### src/rtl/tmr_pkg.sv
`timescale 1ns/1ps
// Shared definitions for the multi-mode timer flag unit.
// Assumes two channels and three flags (two channel flags plus overflow).
package tmr_pkg;
    typedef enum logic [1:0] {
        TM_FREE   = 2'd0,
        TM_MODULO = 2'd1,
        TM_UPDOWN = 2'd2
    } tm_mode_e;

    localparam int N_CH    = 2;
    localparam int NUM_FLG = 3;
    localparam int FLG_CH0 = 0;
    localparam int FLG_CH1 = 1;
    localparam int FLG_OVF = 2;
endpackage

### src/rtl/tmr_counter.sv
`timescale 1ns/1ps
// Counter core: free-running wrap, modulo to top_i, or up/down between 0 and top_i.
// Reports the terminal-count cycle (free/modulo) and the zero turnaround (up/down).
// Assumes an undefined mode code acts as free-running. In up/down mode a top
// value of zero holds the count at zero and raises no turnaround.
module tmr_counter
    import tmr_pkg::*;
#(
    parameter int W = 8
) (
    input  logic         clk,
    input  logic         rst_n,
    input  logic [1:0]   mode_i,
    input  logic [W-1:0] top_i,
    output logic [W-1:0] cnt_o,
    output logic         tc_o,
    output logic         zero_o
);
    localparam logic [W-1:0] CNT_MAX = '1;
    localparam logic [W-1:0] ONE     = W'(1);

    tm_mode_e     mode;
    logic [W-1:0] cnt_q, cnt_n;
    logic         up_q, up_n;

    assign mode  = tm_mode_e'(mode_i);
    assign cnt_o = cnt_q;

    // Next-count, direction and event decode for the current mode.
    always_comb begin
        cnt_n  = cnt_q + ONE;
        up_n   = 1'b1;
        tc_o   = 1'b0;
        zero_o = 1'b0;
        case (mode)
            TM_MODULO: begin
                tc_o = (cnt_q >= top_i);
                if (tc_o) cnt_n = '0;
            end
            TM_UPDOWN: begin
                up_n = up_q;
                if (top_i == '0) begin
                    cnt_n = '0;
                end else if (up_q) begin
                    if (cnt_q >= top_i) begin
                        up_n  = 1'b0;
                        cnt_n = cnt_q - ONE;
                    end
                end else if (cnt_q == '0) begin
                    zero_o = 1'b1;
                    up_n   = 1'b1;
                    cnt_n  = ONE;
                end else begin
                    cnt_n = cnt_q - ONE;
                end
            end
            default: tc_o = (cnt_q == CNT_MAX);
        endcase
    end

    // Count and direction registers.
    always_ff @(posedge clk) begin
        if (!rst_n) begin
            cnt_q <= '0;
            up_q  <= 1'b1;
        end else begin
            cnt_q <= cnt_n;
            up_q  <= up_n;
        end
    end


    free_step_chk: assert property (@(posedge clk) disable iff (!rst_n)
        (mode == TM_FREE) |=> (cnt_q == $past(cnt_q) + ONE));


    mod_wrap_chk: assert property (@(posedge clk) disable iff (!rst_n)
        (mode == TM_MODULO) && (cnt_q >= top_i) |=> (cnt_q == '0));


    ud_turn_chk: assert property (@(posedge clk) disable iff (!rst_n)
        (mode == TM_UPDOWN) && (top_i != '0) && (cnt_q == '0) && !up_q
        |=> (cnt_q == ONE) && up_q);
endmodule

### src/rtl/tmr_channel.sv
`timescale 1ns/1ps
// One compare/capture channel. The capture input is synchronised through SYNC
// flops and edge-detected. On the selected edge the channel latches the count.
// The compare hit is suppressed while the channel is in capture.
// Assumes SYNC >= 2 and that cap_in_i may be asynchronous to clk.
module tmr_channel #(
    parameter int W    = 8,
    parameter int SYNC = 2
) (
    input  logic         clk,
    input  logic         rst_n,
    input  logic         cap_sel_i,
    input  logic         cap_fall_i,
    input  logic         cap_in_i,
    input  logic [W-1:0] cmp_i,
    input  logic [W-1:0] cnt_i,
    output logic         cmp_hit_o,
    output logic         cap_ev_o,
    output logic [W-1:0] cap_o
);
    logic [SYNC-1:0] sync_q;
    logic            last_q;
    logic            s_now;
    logic [W-1:0]    cap_q;

    assign s_now     = sync_q[SYNC-1];
    assign cap_ev_o  = cap_sel_i & (cap_fall_i ? (~s_now & last_q) : (s_now & ~last_q));
    assign cmp_hit_o = !cap_sel_i && (cnt_i == cmp_i);
    assign cap_o     = cap_q;

    // Synchroniser chain and previous-value register for edge detection.
    always_ff @(posedge clk) begin
        if (!rst_n) begin
            sync_q <= '0;
            last_q <= 1'b0;
        end else begin
            sync_q <= {sync_q[SYNC-2:0], cap_in_i};
            last_q <= s_now;
        end
    end

    // Capture register loads the count on a qualified edge.
    always_ff @(posedge clk) begin
        if (!rst_n)        cap_q <= '0;
        else if (cap_ev_o) cap_q <= cnt_i;
    end


    cap_load_chk: assert property (@(posedge clk) disable iff (!rst_n)
        cap_ev_o |=> (cap_q == $past(cnt_i)));
endmodule

### src/rtl/tmr_flag_ctrl.sv
`timescale 1ns/1ps
// Sticky flags with set-over-clear priority, a rising-edge DMA trigger on the
// lowest N_TRIG flags, and a one-cycle request pulse raised whenever an enabled
// flag becomes active, either by the flag setting or by its mask rising.
// Assumes N_TRIG <= N.
module tmr_flag_ctrl #(
    parameter int N      = 3,
    parameter int N_TRIG = 2
) (
    input  logic              clk,
    input  logic              rst_n,
    input  logic [N-1:0]      set_i,
    input  logic [N-1:0]      clr_i,
    input  logic [N-1:0]      mask_i,
    output logic [N-1:0]      flag_o,
    output logic [N_TRIG-1:0] dma_o,
    output logic              irq_o
);
    logic [N-1:0]      flag_q, mask_q, act_d_q, act;
    logic [N_TRIG-1:0] flag_d_q;

    assign act    = flag_q & mask_q;
    assign flag_o = flag_q;
    assign dma_o  = flag_q[N_TRIG-1:0] & ~flag_d_q;
    assign irq_o  = |(act & ~act_d_q);

    // Flag, mask and history registers.
    always_ff @(posedge clk) begin
        if (!rst_n) begin
            flag_q   <= '0;
            flag_d_q <= '0;
            mask_q   <= '0;
            act_d_q  <= '0;
        end else begin
            flag_q   <= set_i | (flag_q & ~clr_i);
            flag_d_q <= flag_q[N_TRIG-1:0];
            mask_q   <= mask_i;
            act_d_q  <= act;
        end
    end

    for (genvar i = 0; i < N; i++) begin : g_flag_chk

        set_wins_chk: assert property (@(posedge clk) disable iff (!rst_n)
            set_i[i] |=> flag_q[i]);

        sticky_chk: assert property (@(posedge clk) disable iff (!rst_n)
            flag_q[i] && !clr_i[i] |=> flag_q[i]);
    end

    for (genvar j = 0; j < N_TRIG; j++) begin : g_dma_chk

        dma_single_chk: assert property (@(posedge clk) disable iff (!rst_n)
            dma_o[j] |=> !dma_o[j]);
    end


    irq_src_chk: assert property (@(posedge clk) disable iff (!rst_n)
        irq_o |-> (|(flag_q & mask_q)));
endmodule

### src/rtl/tmr_flag_unit.sv
`timescale 1ns/1ps
// Top of the timer flag unit. Routes counter and channel events to the three
// flags according to counting mode and channel mode, and exposes count,
// flags, request, DMA triggers and captured values.
// Assumes cmp0_i also serves as the top for modulo and up/down counting.
module tmr_flag_unit
    import tmr_pkg::*;
#(
    parameter int CNT_W  = 8,
    parameter int SYNC_N = 2
) (
    input  logic               clk,
    input  logic               rst_n,
    input  logic [1:0]         mode_i,
    input  logic [N_CH-1:0]    cap_sel_i,
    input  logic [N_CH-1:0]    cap_edge_i,
    input  logic [N_CH-1:0]    cap_in_i,
    input  logic [CNT_W-1:0]   cmp0_i,
    input  logic [CNT_W-1:0]   cmp1_i,
    input  logic [NUM_FLG-1:0] mask_i,
    input  logic [NUM_FLG-1:0] clr_i,
    output logic [CNT_W-1:0]   count_o,
    output logic [NUM_FLG-1:0] flag_o,
    output logic               irq_o,
    output logic [N_CH-1:0]    dma_o,
    output logic [CNT_W-1:0]   cap0_o,
    output logic [CNT_W-1:0]   cap1_o
);
    logic [CNT_W-1:0]   cnt;
    logic               cnt_tc, cnt_zero, is_ud;
    logic [CNT_W-1:0]   cmp_arr [N_CH];
    logic [CNT_W-1:0]   cap_arr [N_CH];
    logic [N_CH-1:0]    cmp_hit, cap_ev;
    logic [NUM_FLG-1:0] set_vec;

    assign cmp_arr[0] = cmp0_i;
    assign cmp_arr[1] = cmp1_i;
    assign cap0_o     = cap_arr[0];
    assign cap1_o     = cap_arr[1];
    assign count_o    = cnt;
    assign is_ud      = (tm_mode_e'(mode_i) == TM_UPDOWN);

    tmr_counter #(.W(CNT_W)) u_counter (
        .clk    (clk),
        .rst_n  (rst_n),
        .mode_i (mode_i),
        .top_i  (cmp0_i),
        .cnt_o  (cnt),
        .tc_o   (cnt_tc),
        .zero_o (cnt_zero)
    );

    for (genvar c = 0; c < N_CH; c++) begin : g_ch
        tmr_channel #(.W(CNT_W), .SYNC(SYNC_N)) u_channel (
            .clk        (clk),
            .rst_n      (rst_n),
            .cap_sel_i  (cap_sel_i[c]),
            .cap_fall_i (cap_edge_i[c]),
            .cap_in_i   (cap_in_i[c]),
            .cmp_i      (cmp_arr[c]),
            .cnt_i      (cnt),
            .cmp_hit_o  (cmp_hit[c]),
            .cap_ev_o   (cap_ev[c]),
            .cap_o      (cap_arr[c])
        );
    end

    // Select the setting event of each flag from mode and channel function.
    always_comb begin
        set_vec[FLG_CH0] = cap_sel_i[0] ? cap_ev[0] : (is_ud ? cnt_zero : cmp_hit[0]);
        set_vec[FLG_CH1] = cap_sel_i[1] ? cap_ev[1] : cmp_hit[1];
        set_vec[FLG_OVF] = is_ud ? cnt_zero : cnt_tc;
    end

    tmr_flag_ctrl #(.N(NUM_FLG), .N_TRIG(N_CH)) u_flags (
        .clk    (clk),
        .rst_n  (rst_n),
        .set_i  (set_vec),
        .clr_i  (clr_i),
        .mask_i (mask_i),
        .flag_o (flag_o),
        .dma_o  (dma_o),
        .irq_o  (irq_o)
    );


    ud_ch0_chk: assert property (@(posedge clk) disable iff (!rst_n)
        is_ud && !cap_sel_i[0] && cnt_zero |=> flag_o[FLG_CH0] && flag_o[FLG_OVF]);
endmodule

### config.mk
export PLATFORM = sky130hd
export DESIGN_NAME = tmr_flag_unit
export DESIGN_NICKNAME = d
export VERILOG_FILES = /design/src/rtl/tmr_pkg.sv /design/src/rtl/tmr_counter.sv /design/src/rtl/tmr_channel.sv /design/src/rtl/tmr_flag_ctrl.sv /design/src/rtl/tmr_flag_unit.sv
export SDC_FILE = /design/constraint.sdc
export NUM_CORES = 1
export LEC_CHECK = 0
export BUFFER_PORTS_ARGS = -buffer_cell sky130_fd_sc_hd__buf_4
export CAP_MARGIN = 20
export CORE_MARGIN = 5
export CORE_UTILIZATION = 35
export DETAILED_ROUTE_END_ITERATION = 10
export PLACE_DENSITY = 0.63
export SETUP_SLACK_MARGIN = 0.2
export SYNTH_ARGS = -nofsm -noshare
export SYNTH_HDL_FRONTEND = slang
export SYNTH_SLANG_ARGS = --single-unit
export TNS_END_PERCENT = 100
### constraint.sdc
create_clock -name clk -period 2.4 [get_ports clk]
set_input_delay 0.24 -clock clk [delete_from_list [all_inputs] [get_ports clk]]
set_output_delay 0.24 -clock clk [all_outputs]
set_load 0.05 [all_outputs]
==> flow_summary.json <==
{
  "status": "completed",
  "die_x_um": 90.93,
  "first_global_vias": 2058,
  "arrival_ns": 2.27,
  "end_kind": "flop",
  "stdcell_count": 405,
  "n_fill_cell": 634,
  "min_period_ns": 2.052,
  "tns_ns": 0,
  "cts_root_buf": "clkbuf_8",
  "htree_levels": 2,
  "antenna_found_initial": 0,
  "powerDensity_nw_per_um2": 490.0,
  "portBuffers": 61,
  "synth_fp_nets": 306,
  "core_area_um2": 6350,
  "clk_pin_slew_ns": 0.09,
  "ys_top_cells_by_count": "dfxtp_1 (42), nor2_1 (36), inv_1 (17)",
  "rows": 29,
  "crit_chain": "inv_1 -> ha_1 -> nand2b_1 -> a2111o_1 -> a221oi_2 -> buf_4 -> o21ai_0 -> a21oi_1",
  "worst_slew_pin_slew_ns": 0.7048,
  "drive_above_1_share_pct": 29.57,
  "cts_made_buffers": 5,
  "intPower_uw": 1033,
  "synth_top_area_cell": "dfxtp_1",
  "seqPwrFrac_pct": 50.3,
  "place_congestion": 0.8668,
  "crit_path_max_incr_delay_ns": 0.42,
  "synth_warnings": 0,
  "regArea_um2": 845.8,
  "synthTopCellsByArea": "dfxtp_1 (37%), ha_1 (6.6%), nor2_1 (5.9%)",
  "grt_pass1_wl_mm": 10.02,
  "p_clk_share_pct": 31.5,
  "fin_nets": 371,
  "clock_latency_ns": 0.29,
  "track_usage_pct": 14.48,
  "dp.cells": 396,
  "via_per_inst": 5.126,
  "finalInstanceArea_um2": 2925,
  "ys_ff_latch": 42,
  "place.detailed.hpwl_mm": 4.483,
  "syn_area_um2": 2292,
  "path_delay_family": "compound AO/OA/AOI/OAI gates",
  "peakVddDrop_mv": 0.2457,
  "clkSinkCount": 42,
  "synthArstFlopShare_pct": 0,
  "p_leak_uw": 0.001390,
  "finalWirelength_mm": 5.960,
  "synth-edff-count": 0,
  "placed_area_um2": 2808,
  "initial_core_util_pct": 36.10,
  "grt-ovfl-total": 0,
  "finalClockSkew_ns": 0.007159,
  "clockBufferDepth": 2,
  "diodes": 0,
  "detail-route-antenna-nets": 0,
  "syn_avg_cell_area_um2": 8.749,
  "synth.most_common_cell": "dfxtp_1",
  "grt_start_max_net_pins": 33,
  "die_h_um": 90.93,
  "cp_num_buf_inv": 2,
  "cp.required_ns": 2.61,
  "cts_tree": "yes",
  "io_pins": 62,
  "final_hold_viol_count": 0,
  "switching_share_pct": 27.93,
  "power_switching_uw": 400.3,
  "rsz0062_at_grt": "no",
  "max_slew_margin_pct": 52.96,
  "startpoint_type": "flop",
  "drc_errors": 0,
  "dieArea_um2": 8267,
  "cp_slowest_cell": "a2111o_1",
  "setup_viol": 0,
  "multiInputGateArea_um2": 1285,
  "vias": 2076,
  "period_share_pct": 85.51,
  "syn_to_final_growth_pct": 27.62,
  "drv_slew": 0,
  "fmax_ghz": 0.4873,
  "wl_per_cell_um": 14.72,
  "critical_path_class": "flop to flop",
  "drv_cap": 0,
  "synth_top_area_share_pct": 36.68,
  "combPwrFrac_pct": 18.2,
  "min_path_type": "input pin to flop",
  "synth_cell_types": 52,
  "dr.first_iter.drc_count": 106,
  "yosysSeqAreaShare_pct": 36.68,
  "firstDrtPassIters": 5,
  "synth_flop_cell": "dfxtp_1",
  "path_max_fanout": 7,
  "netlist_instances": 262
}
==> repair_timing <==
action,CTS,global route
hold buffers,0,0
setup endpoints to repair,0,10
buffers inserted,0,1
resized for setup,0,4
==> path summary, 6_finish.rpt <==
kind                                                              from                                     end  slack (ns)  cells after the start
worst max-delay path                     u_counter.cnt_o[0]$_SDFF_PN0_           u_counter.cnt_o[1]$_SDFF_PN0_        0.35                      8
worst min-delay path                                         mask_i[0]            u_flags.mask_q[0]$_SDFF_PN0_        0.15                      2
worst max register to register           u_counter.cnt_o[0]$_SDFF_PN0_           u_counter.cnt_o[1]$_SDFF_PN0_        0.35                      8
worst min register to register  g_ch[1].u_channel.sync_q[0]$_SDFF_PN0_  g_ch[1].u_channel.sync_q[1]$_SDFF_PN0_        0.44                      1
==> layout by cell type (no fill, tap or decap), types with 2 or more instances in the layout <==
cell,count
nand2b_1,7
clkbuf_8,5
nand2_1,12
inv_1,17
nor4_1,2
nor3b_1,2
nor2b_1,2
and3_1,4
xor2_1,3
o2111ai_1,2
buf_4,73
a21oi_1,12
and3_2,2
o311ai_1,2
o22ai_1,5
and3b_1,2
a31oi_1,2
or4_1,2
xnor2_1,7
nand4_1,7
nand3b_1,2
nand3_1,6
dfxtp_1,40
mux2i_1,10
o21ai_0,7
o211ai_1,4
and2_1,11
ha_1,12
o311a_2,2
nor3_1,4
nor2_1,36
==> metal layers <==
layer | part of all wire [%] | GRT usage (%) | vias to the layer above
li1 | - | - | 1052
met1 | 47 | 19.25 | 954
met2 | 45 | 23.26 | 68
met3 | 7.8 | 4.083 | 2
met4 | 0.64 | 3.423 | 0
met5 | 0 | 0 | -
==> power groups by stage <==
| stage | combinational, uW | clock [uW] | sequential (uW) |
|---|---|---|---|
| floorplan | 137 | 0 | 763 |
| global placement | 248 | 0 | 740 |
| detailed placement | 250 | 0 | 741 |
| CTS | 252 | 456 | 724 |
| global route | 287 | 484 | 723 |
| finish | 261 | 451 | 721 |
==> registers in the layout, indices dropped and copies added (netlist names) <==
name                   cells
u_flags.flag_d_q           2
g_ch.u_channel.last_q      2
u_flags.act_d_q            3
u_counter.cnt_o            8
g_ch.u_channel.cap_o      16
u_flags.mask_q             3
g_ch.u_channel.sync_q      4
u_counter.up_q             1
u_flags.flag_o             3
==> final cells by class <==
| class | instances | share of cell area, % |
|---|---|---|
| Timing Repair Buffer | 73 | 18.73 |
| Multi-Input combinational cell | 188 | 43.93 |
| Tap cell | 77 | 3.293 |
| Clock buffer | 6 | 2.481 |
| Clock inverter | 2 | 0.4705 |
| Inverter | 17 | 2.181 |
| Sequential cell | 42 | 28.91 |
==> logic make-up (layout without fill, tap and decap cells) <==
kind of cell / after synthesis / after routing / share of synthesized area (%)
AOI/OAI and AO/OA: 47 / 47 / 14.14
xor gates and xnor gates: 10 / 10 / 3.821
adders and majority gates: 12 / 12 / 6.550
buffers and inverters: 32 / 98 / 8.297
DFF: 42 / 42 / 36.68
muxes: 10 / 10 / 4.367
and+or+nand+nor: 109 / 109 / 26.15
==> through the flow <==
stage	util, %	setup WS (ns)	power [uW]	hold WS [ns]
after global placement	44.22	0.3273	988.2	0.4158
after global routing	46.07	0.2171	1494	0.1476
after floorplan	-	0.2345	900.3	0.3673
after detailed placement	44.22	0.2878	990.9	0.4184
after CTS	45.58	0.2551	1432	0.1438
final	46.07	0.3477	1433	0.1484
Power figures use the tool's default switching activity.
